`config.mk`:
```
export PLATFORM = sky130hd
export DESIGN_NAME = owt_triplet
export DESIGN_NICKNAME = d
export VERILOG_FILES = /design/src/rtl/owt_pkg.sv /design/src/rtl/owt_slot_engine.sv /design/src/rtl/owt_decide.sv /design/src/rtl/owt_triplet.sv
export SDC_FILE = /design/constraint.sdc
export NUM_CORES = 1
export LEC_CHECK = 0
export BUFFER_PORTS_ARGS = -buffer_cell sky130_fd_sc_hd__buf_2
export CORE_MARGIN = 5
export CORE_UTILIZATION = 48
export CTS_BUF_LIST = sky130_fd_sc_hd__clkbuf_4
export DETAILED_ROUTE_END_ITERATION = 10
export PLACE_DENSITY = 0.67
export SYNTH_ARGS = -nofsm -noshare
export SYNTH_HDL_FRONTEND = slang
export SYNTH_SLANG_ARGS = --single-unit
```
`constraint.sdc`:
```
create_clock -name clk -period 2.69 [get_ports clk]
set_input_delay 0.1345 -clock clk [delete_from_list [all_inputs] [get_ports clk]]
set_output_delay 0.1345 -clock clk [all_outputs]
set_load 0.01 [all_outputs]
```
`src/rtl/owt_pkg.sv`:
```
package owt_pkg;
  typedef enum logic [1:0] {
    ST_IDLE = 2'd0,
    ST_ID   = 2'd1,
    ST_CMP  = 2'd2,
    ST_WR   = 2'd3
  } trip_state_t;

  typedef struct packed {
    logic dir;
    logic cmp;
    logic id;
  } trip_status_t;

  localparam logic [2:0] NO_RESPONSE = 3'd3;
endpackage

```
`src/rtl/owt_slot_engine.sv`:
```
module owt_slot_engine #(
  parameter int LOW1_CYC   = 6,
  parameter int LOW0_CYC   = 60,
  parameter int SAMPLE_CYC = 15,
  parameter int SLOT_CYC   = 70
) (
  input  logic clk,
  input  logic rst_n,
  input  logic go,
  input  logic is_write,
  input  logic wbit,
  input  logic bus_in,
  output logic bus_pull_low,
  output logic slot_end,
  output logic rbit
);
  localparam int CW = $clog2(SLOT_CYC);
  localparam logic [CW-1:0] L1  = CW'(LOW1_CYC);
  localparam logic [CW-1:0] L0  = CW'(LOW0_CYC);
  localparam logic [CW-1:0] SMP = CW'(SAMPLE_CYC);
  localparam logic [CW-1:0] LST = CW'(SLOT_CYC - 1);

  logic [CW-1:0] cnt;
  logic          busy;
  logic          short_q;
  logic          rbit_q;
  logic [CW-1:0] low_len;

  always_ff @(posedge clk) begin
    if (!rst_n) begin
      busy    <= 1'b0;
      cnt     <= '0;
      short_q <= 1'b1;
      rbit_q  <= 1'b1;
    end else begin
      if (go) begin
        busy    <= 1'b1;
        cnt     <= '0;
        short_q <= !is_write || wbit;
      end else if (busy) begin
        if (cnt == LST) busy <= 1'b0;
        else            cnt  <= cnt + 1'b1;
      end
      if (busy && cnt == SMP) rbit_q <= bus_in;
    end
  end

  always_comb begin
    low_len      = short_q ? L1 : L0;
    bus_pull_low = busy && (cnt < low_len);
    slot_end     = busy && (cnt == LST);
    rbit         = rbit_q;
  end
endmodule

```
`src/rtl/owt_decide.sv`:
```
module owt_decide
  import owt_pkg::*;
(
  input  logic         id_bit,
  input  logic         cmp_bit,
  input  logic         pref,
  output logic         take_dir,
  output logic         abort,
  output trip_status_t code
);
  always_comb begin
    abort    = id_bit && cmp_bit;
    take_dir = (id_bit == cmp_bit) ? pref : id_bit;
    if (abort) code = trip_status_t'(NO_RESPONSE);
    else       code = '{dir: take_dir, cmp: cmp_bit, id: id_bit};
  end
endmodule

```
`src/rtl/owt_triplet.sv`:
```
module owt_triplet
  import owt_pkg::*;
#(
  parameter int LOW1_CYC   = 6,
  parameter int LOW0_CYC   = 60,
  parameter int SAMPLE_CYC = 15,
  parameter int SLOT_CYC   = 70
) (
  input  logic       clk,
  input  logic       rst_n,
  input  logic       req_valid,
  output logic       req_ready,
  input  logic       req_dir,
  output logic       done,
  output logic [2:0] status,
  input  logic       bus_in,
  output logic       bus_pull_low
);
  trip_state_t  state;
  logic         pref_q, id_q, done_q;
  trip_status_t pend_q, status_q;
  logic         slot_end, rbit, go, go_wr, hs;
  logic         take_dir, abort;
  trip_status_t code;

  owt_slot_engine #(
    .LOW1_CYC(LOW1_CYC), .LOW0_CYC(LOW0_CYC),
    .SAMPLE_CYC(SAMPLE_CYC), .SLOT_CYC(SLOT_CYC)
  ) u_slot (
    .clk(clk), .rst_n(rst_n), .go(go), .is_write(go_wr), .wbit(take_dir),
    .bus_in(bus_in), .bus_pull_low(bus_pull_low), .slot_end(slot_end), .rbit(rbit)
  );

  owt_decide u_dec (
    .id_bit(id_q), .cmp_bit(rbit), .pref(pref_q),
    .take_dir(take_dir), .abort(abort), .code(code)
  );

  always_comb begin
    hs    = req_valid && (state == ST_IDLE);
    go_wr = (state == ST_CMP) && slot_end && !abort;
    go    = hs || ((state == ST_ID) && slot_end) || go_wr;
  end

  always_ff @(posedge clk) begin
    if (!rst_n) begin
      state    <= ST_IDLE;
      pref_q   <= 1'b0;
      id_q     <= 1'b0;
      done_q   <= 1'b0;
      pend_q   <= '0;
      status_q <= '0;
    end else begin
      done_q <= 1'b0;
      unique case (state)
        ST_IDLE: if (hs) begin
          pref_q <= req_dir;
          state  <= ST_ID;
        end
        ST_ID: if (slot_end) begin
          id_q  <= rbit;
          state <= ST_CMP;
        end
        ST_CMP: if (slot_end) begin
          if (abort) begin
            status_q <= code;
            done_q   <= 1'b1;
            state    <= ST_IDLE;
          end else begin
            pend_q <= code;
            state  <= ST_WR;
          end
        end
        ST_WR: if (slot_end) begin
          status_q <= pend_q;
          done_q   <= 1'b1;
          state    <= ST_IDLE;
        end
        default: state <= ST_IDLE;
      endcase
    end
  end

  assign req_ready = (state == ST_IDLE);
  assign done      = done_q;
  assign status    = status_q;
endmodule

```
==> Yosys cells after proc, flatten, opt, wreduce, memory -nomap -nowiden <==
Cells that the tools add are included.
W data, S select, Z words.
{ "classes": {"bitwise": 3, "n_reduce_logical": 22, "eq_ne": 11, "n_addsub": 1, "mux": 20, "n_lt_le_gt_ge": 1} }
{ "ops": {"columns": ["cell", "count"], "rows": [
  ["$mux W3", 4],
  ["$mux W2", 5],
  ["$logic_and A1 B1 Y1", 8],
  ["$ne A2 B2 Y1 const B", 4],
  ["$pmux W2 S4", 1],
  ["$reduce_and A4 Y1", 2],
  ["$add A7 B1 Y7 const B", 1],
  ["$eq A7 B4 Y1 const B", 1],
  ["$eq A7 B7 Y1 const B", 1],
  ["$lt A7 B7 Y1", 1],
  ["$mux W1", 7],
  ["$mux W6", 1],
  ["$pmux W3 S2", 1],
  ["$reduce_and A2 Y1", 3],
  ["$eq A2 B2 Y1 const B", 2],
  ["$logic_or A1 B1 Y1", 3],
  ["$not A1 Y1", 3],
  ["$reduce_and A3 Y1", 1],
  ["$eq A2 B1 Y1 const B", 1],
  ["$logic_not A1 Y1", 2],
  ["$logic_not A2 Y1", 1],
  ["$ne A2 B1 Y1 const B", 1],
  ["$pmux W1 S2", 1],
  ["$reduce_bool A2 Y1", 1],
  ["other kinds (2)", 2]
]} }
{ "word_totals": {"register_bits": 21, "wordCells": 72} }

==> Longest topological paths before layout <==
Gate-level depths: netlist (run 1).
{ "depth": {"depth_word": 6, "depth_mapped": 6, "ltp_nobuf": 6} }

==> Modules after synthesis <==
Synthesis (run 1) repeated with hierarchy kept, for this count alone.
{ "hier_totals": {"cells_unflattened": 109, "area_unflattened_um2": 1067.3} }
{ "modules_own_cells": {"columns": ["module", "instances", "cells_each", "area_per_inst_um2"], "rows": [
  ["owt_slot_engine", 1, 58, 515.5],
  ["owt_triplet", 1, 46, 498.0],
  ["owt_decide", 1, 5, 53.8]
]} }

==> Worst setup path before layout (run 1) <==
OpenSTA, ideal clock, no wires.
{ "synth_timing": {"path_type": "register to register", "startpoint": "register u_slot.cnt[1]", "endpoint": "register state[0]", "period_less_slack_ns": 1.424, "required_time_ns": 2.568, "path_stages_with_launch": 7, "setup_slack_ns": 1.266, "t_arrival_ns": 1.302, "n_path_buf": 0, "setup_ns": 0.122, "path_cell_list": "dfxtp_1 > inv_1 > ha_1 > and4b_2 > nand2_4 > nor3b_1 > o311a_1"} }
{ "synth_via": {"elab_chain_len": 4, "elab_cells_between_ends": 6, "classes_between": "4 x eq/ne; 2 x reduce/logical"} }
{ "synth_lines": {"columns": ["item", "line", "source"], "rows": [
  ["from (decl)", "owt_slot_engine.sv:23", "logic [CW-1:0] cnt;"],
  ["from (signal assigned)", "owt_slot_engine.sv:42", "else cnt <= cnt + 1'b1;"],
  ["$eq A7 B7 Y1 (*)", "owt_slot_engine.sv:51", "slot_end = busy && (cnt == LST);"],
  ["$logic_and A1 B1 Y1 (*)", "owt_slot_engine.sv:51", null],
  ["$ne A2 B2 Y1 (no line)", null, null],
  ["$reduce_and A4 Y1 (no line) (*)", null, null],
  ["to (signal assigned)", "owt_triplet.sv:47", "state <= ST_IDLE;"],
  ["to (signal assigned)", "owt_triplet.sv:58", "state <= ST_ID;"],
  ["to (signal assigned)", "owt_triplet.sv:62", "state <= ST_CMP;"],
  ["to (decl)", "owt_triplet.sv:19", "trip_state_t state;"]
]} }
Mark *: on every way between the ends. The rest lies on a longest branch, timed or not.
A chain may end at the register's enable or synchronous reset.

==> Final worst setup path (run 1) <==
{ "layout_timing": {"startpoint": "register u_slot.cnt[4]", "endpoint": "output bus_pull_low"} }
{ "layout_via": {"elab_chain_len": 2} }
{ "layout_lines": {"columns": ["item", "line", "source"], "rows": [
  ["$lt A7 B7 Y1", "owt_slot_engine.sv:50", "bus_pull_low = busy && (cnt < low_len);"],
  ["$logic_and A1 B1 Y1", "owt_slot_engine.sv:50", null],
  ["to (decl)", "owt_triplet.sv:17", "output logic bus_pull_low"]
]} }
No other way between the ends.

==> impl_metrics.yaml, run 1 <==
cts:
  cts-root-buf: "clkbuf_4"
  cts.clk_slew.worst_paths_ps: 120
  cts.sinks: 21
  cts_made_buffers: 3
  clk_latency_ps: 310
  cts_setup_buffers: 0
  cts.hold.buffers_added: 0
  cts_max_path_buffers: 2
  tritoncts: "yes"
  cts-resized-gates: 0
  cts.htree.levels: 1
critical_path:
  path_class: "reg -> out"
  crit_required_ps: 2560
  crit_arrival_ps: 1700
  cp_max_fo: 9
  cp-end-kind: "primary output"
  start_kind: "flop"
sta:
  finalCritPeriodShare_pct: 68.15
  rsz0062_at_grt: "no"
  fmax_mhz: 545.5
  relSlewSlack_pct: 75.65
  slew_violations: 0
  fin_crit_ps: 1833
  worst_slew_pin_slew_ps: 364.8
  setup_violations: 0
  fin_tns_setup_ps: 0
  hold_violations: 0
  skew_ps: 0.6601
power:
  p_leak_nw: 0.4456
  ir_drop_v: 0.0003389
  cellPowerDensity_nw_per_um2: 432.9
  finalPower_mw: 0.5183
synth:
  synthTopCellsByArea: "dfxtp_1 37%, ha_1 6.7%, mux2i_1 5.3%"
  synth-async-reset-ratio_pct: 0
  synth_edf_count: 0
  synth_top_area_cell: "dfxtp_1"
  synth_flop_cell: "dfxtp_1"
  yosysSeqAreaShare_pct: 37.33
  syn_area_sq_um: 1126
  syn_nets: 135
  synth_cell_types: 44
  synth_top_area_share_pct: 37.33
  syn-instance-count: 124
  yosys_register_bits: 21
  syn_area_per_cell_sq_um: 9.081
  ys_warn_count: 0
place:
  portBuffers: 10
  gp_congestion: 0.8640
  placed_area_sq_um: 1170
  place_hpwl_microns: 1623
route:
  avgViaCountPerCell: 5.698
  wl_microns: 2189
  drt_iter0_markers: 31
  vias: 906
  drc_errors: 0
  ant_nets: 0
  wl_per_cell_microns: 13.77
  drtPass1Iterations: 4
die:
  dieArea_sq_um: 3415
  dieWidth_microns: 58.44
  io_pins: 11
  core_sq_um: 2233
  rows: 17
  die_y_microns: 58.44
  start_util_pct: 50.42
final_layout:
  syn_to_final_growth_pct: 6.333
  nets: 143
  final_common_cell: "dfxtp_1"
  drive_above_1_share_pct: 16.79
  nFillCells: 219
  seqCellArea_sq_um: 420.4
  multi_input_area_sq_um: 653.1
  fin_area_sq_um: 1197
  final_cell_mix: "21 x dfxtp_1, 16 x nand2_1, 10 x buf_2"
  num_antenna_cells: 0
global_routing:
  grt_pass1_wl_microns: 3601
  grt_pass1_vias: 810
  antenna_found_initial: 0
  grt_max_degree: 21
  grt_usage_pct: 13.60
  grt_overflow: 0
status:
  run_status: "complete, no violations"
hold_path:
  hp-class: "in -> reg"
run:
  drv_cap: 0
stage by stage:
step / utilization, % / std cells / setup WS (ps) / hold WS [ps]
2_1_floorplan: - / 124 / 1266 / 263.0
3_3_place_gp: 52.38 / 155 / 991.9 / 357.9
3_5_place_dp: 52.38 / 155 / 1012 / 358.7
4_1_cts: 53.61 / 159 / 840.1 / 29.85
5_1_grt: 53.61 / 159 / 699.5 / 34.00
6_report: 53.61 / 159 / 856.7 / 32.68
sequential cells by signal, summed over array words and instances, names as in the netlist:
signal	count
pref_q	1
id_q	1
u_slot.cnt	7
state	2
done	1
pend_q	3
u_slot.busy	1
u_slot.short_q	1
u_slot.rbit	1
status	3
synth_stat cells (all sizes together) (2+ instances only):
library cell	count
inv	3
a31oi	2
o21ai	8
nor3b	3
nand3	4
o311ai	2
nand4	3
buf	5
xnor2	2
ha	6
xor2	2
or3	2
mux2i	6
nor2	10
a21oi	4
nor3	2
nand2b	3
dfxtp	21
nand2	17
clkbuf	2
and2	2
layout make-up:
type                    instances  share of cell area (%)
multi-input cells              93                   54.55
repair buffers                 10                   4.180
flip-flops and latches         21                   35.11
well taps                      28                   2.926
inverters                       3                  0.9404
clock buffers                   3                   1.881
clock inverters                 1                  0.4180
metal layers:
layer	vias up	share of wire (%)	GRT usage (%)
met5	-	0	0
met4	0	1.2	5.960
met3	4	5.8	2.632
met2	28	45	20.41
met1	412	48	18.77
li1	462	-	-
worst paths after layout:
path	from	endpoint	slack, ps	cells past startpoint
setup reg to reg	u_slot.rbit	u_slot.cnt[1]	960	5
hold / removal	bus_in	u_slot.rbit	30	3
setup / recovery	u_slot.cnt[4]	bus_pull_low	860	5
hold reg to reg	status[1]	status[1]	470	2
worst max-delay path, stage by stage, from the launching register on:
cell and delay (ps):
dfxtp_1 560, ha_1 300, nand2_1 70, o21ai_1 50, nor4b_1 230, buf_2 180
power breakdown:
group          internal (mW)  total, mW  leakage, nW  switching (mW)
clock network         0.0556      0.154       0.0177          0.0984
logic                 0.0169     0.0403        0.258          0.0234
registers              0.316      0.324        0.170         0.00810
total                  0.388      0.518        0.446           0.130
cell families after synthesis:
kind of cell | synth area share (%)
buf+inv | 4.667
compound gates | 15.56
flops | 37.33
mux | 6.333
xor+xnor | 3.112
simple gates | 26.33
fa+ha+maj | 6.666
(Power assumes the default switching activity.)
==> run 2, diff against run 1 <==
Clock period 2.69 ns to 1.7 ns, I/O delays scaled along.
==> impl_metrics.yaml, run 2 (synthesis results as in run 1) <==
global_routing:
  grt_pass1_vias: 866
  antenna_found_initial: 0
  grt_pass1_wl_microns: 4071
  grt_overflow: 0
  grt_usage_pct: 15.28
  grt_max_degree: 21
critical_path:
  reg2reg_from: "id_q"
  crit_arrival_ps: 1540
  cp_max_fo: 2
  crit_family: "flip-flops"
  path_class: "reg -> out"
  cp-end-kind: "primary output"
  critPathBufInv: 1
  cp_cell_sequence: "ha_4, a31oi_4, o21ai_2, nor4b_2, buf_2"
  r2r_end: "u_slot.short_q"
  reg2reg_slack_ps: 80
  ff2ff_path_depth: 5
  start_kind: "flop"
  crit_start: "u_slot.cnt[3]"
  slowest_delay_ps: 380
  crit_required_ps: 1620
  slowest_stage: "dfxtp_4"
final_layout:
  num_antenna_cells: 0
  top_register: "u_slot.cnt"
  final_common_cell: "dfxtp_1"
  nets: 150
  final_cell_mix: "17 x dfxtp_1, 15 x nand2_1, 10 x buf_2"
  drive_above_1_share_pct: 28.26
  largest_reg_flops: 7
  syn_to_final_growth_pct: 18.44
  nFillCells: 179
  fin_area_sq_um: 1334
cts:
  cts_max_path_buffers: 2
  cts.clk_slew.worst_paths_ps: 120
  cts_made_buffers: 3
  cts.sinks: 21
  tritoncts: "yes"
  cts-root-buf: "clkbuf_4"
  cts.htree.levels: 1
  clk_latency_ps: 300
die:
  start_util_pct: 50.42
  io_pins: 11
  die_y_microns: 58.44
  dieWidth_microns: 58.44
  dieArea_sq_um: 3415
  rows: 17
  core_sq_um: 2233
hold_path:
  hp-class: "in -> reg"
  min_to: "pref_q"
  worstHoldStart: "req_dir"
  holdPathStages: 3
power:
  ir_drop_v: 0.0004216
  cellPowerDensity_nw_per_um2: 619.9
  p_leak_nw: 0.4914
route:
  ant_nets: 0
  vias: 937
  avgViaCountPerCell: 5.645
  drt_iter0_markers: 19
  wl_per_cell_microns: 13.98
  drtPass1Iterations: 5
  wl_microns: 2321
  drc_errors: 0
sta:
  timing.hold.ws_ps: 9.566
  skew_ps: 0.9335
  finalCritPeriodShare_pct: 95.63
  worst_slew_pin_slew_ps: 393.0
  fin_crit_ps: 1626
  slew_violations: 0
  relSlewSlack_pct: 73.05
  fmax_mhz: 615.1
  hold_violations: 0
  setup_violations: 0
place:
  placed_area_sq_um: 1200
  gp_congestion: 0.8396
  place_hpwl_microns: 1638
  portBuffers: 10
run:
  drv_cap: 0
status:
  run_status: "complete, no violations"
==> run 2: layout make-up <==
| type | instances | area, sq um | area share, % |
|---|---|---|---|
| multi-input cells | 93 | 718.2 | 53.85 |
| well taps | 28 | 35.03 | 2.627 |
| clock buffers | 3 | 22.52 | 1.689 |
| clock inverters | 1 | 5.005 | 0.3752 |
| inverters | 3 | 11.26 | 0.8443 |
| flip-flops and latches | 21 | 432.9 | 32.46 |
| repair buffers | 17 | 108.9 | 8.161 |
==> run 2: worst max-delay path by stage <==
| stage | end | slack [ps] | cells past startpoint |
|---|---|---|---|
| 3_3_place_gp | u_slot.rbit | 180 | 5 |
| 3_5_place_dp | u_slot.short_q | 160 | 4 |
| 2_1_floorplan | state[0] | 280 | 6 |
| 5_1_grt | bus_pull_low | -10 | 5 |
| 4_1_cts | bus_pull_low | 5 | 5 |
| 6_report | bus_pull_low | 70 | 5 |
==> run 2: power breakdown <==
| group | internal, mW | total, mW | leakage [nW] | switching (mW) |
|---|---|---|---|---|
| clock | 0.0878 | 0.245 | 0.0177 | 0.157 |
| sequential | 0.495 | 0.503 | 0.172 | 0.00816 |
| combinational | 0.0335 | 0.0789 | 0.301 | 0.0454 |
| total | 0.616 | 0.827 | 0.491 | 0.210 |
==> run 2: metrics by stage <==
stage	setup WS [ps]	power, mW	utilization (%)	cells	setup TNS, ps
2_1_floorplan	276.0	0.5709	-	124	0
6_report	74.28	0.8268	59.72	166	0
3_5_place_dp	155.4	0.5932	53.73	159	0
5_1_grt	-13.03	0.8643	59.72	166	-13.03
4_1_cts	5.367	0.8348	59.05	166	0
3_3_place_gp	179.6	0.5909	53.73	159	0
==> run 2: what timing repair did <==
item                                    4_1_cts  5_1_grt
hold buffers                                  1        0
endpoints found under the setup margin        1        1
setup buffers                                 2        0
endpoints found under the hold margin         1        0
gates resized for setup                      11        4
pin swaps                                     6        1
==> run 2: routing by layer <==
layer  vias to the layer above  GRT usage, %  part of all wire (%)
li1                        475             -                     -
met1                       438         22.04                    49
met2                        22         22.33                    45
met3                         2         2.851                   4.4
met4                         0         5.960                  0.95
met5                         -             0                     0
==> run 2: worst register-to-register path, cell delays in order (launching register included) <==
cell and delay (ps):
dfxtp_1 360, ha_1 220, nor2_1 230, mux2i_1 220
o211ai_4 320, o32a_1 210
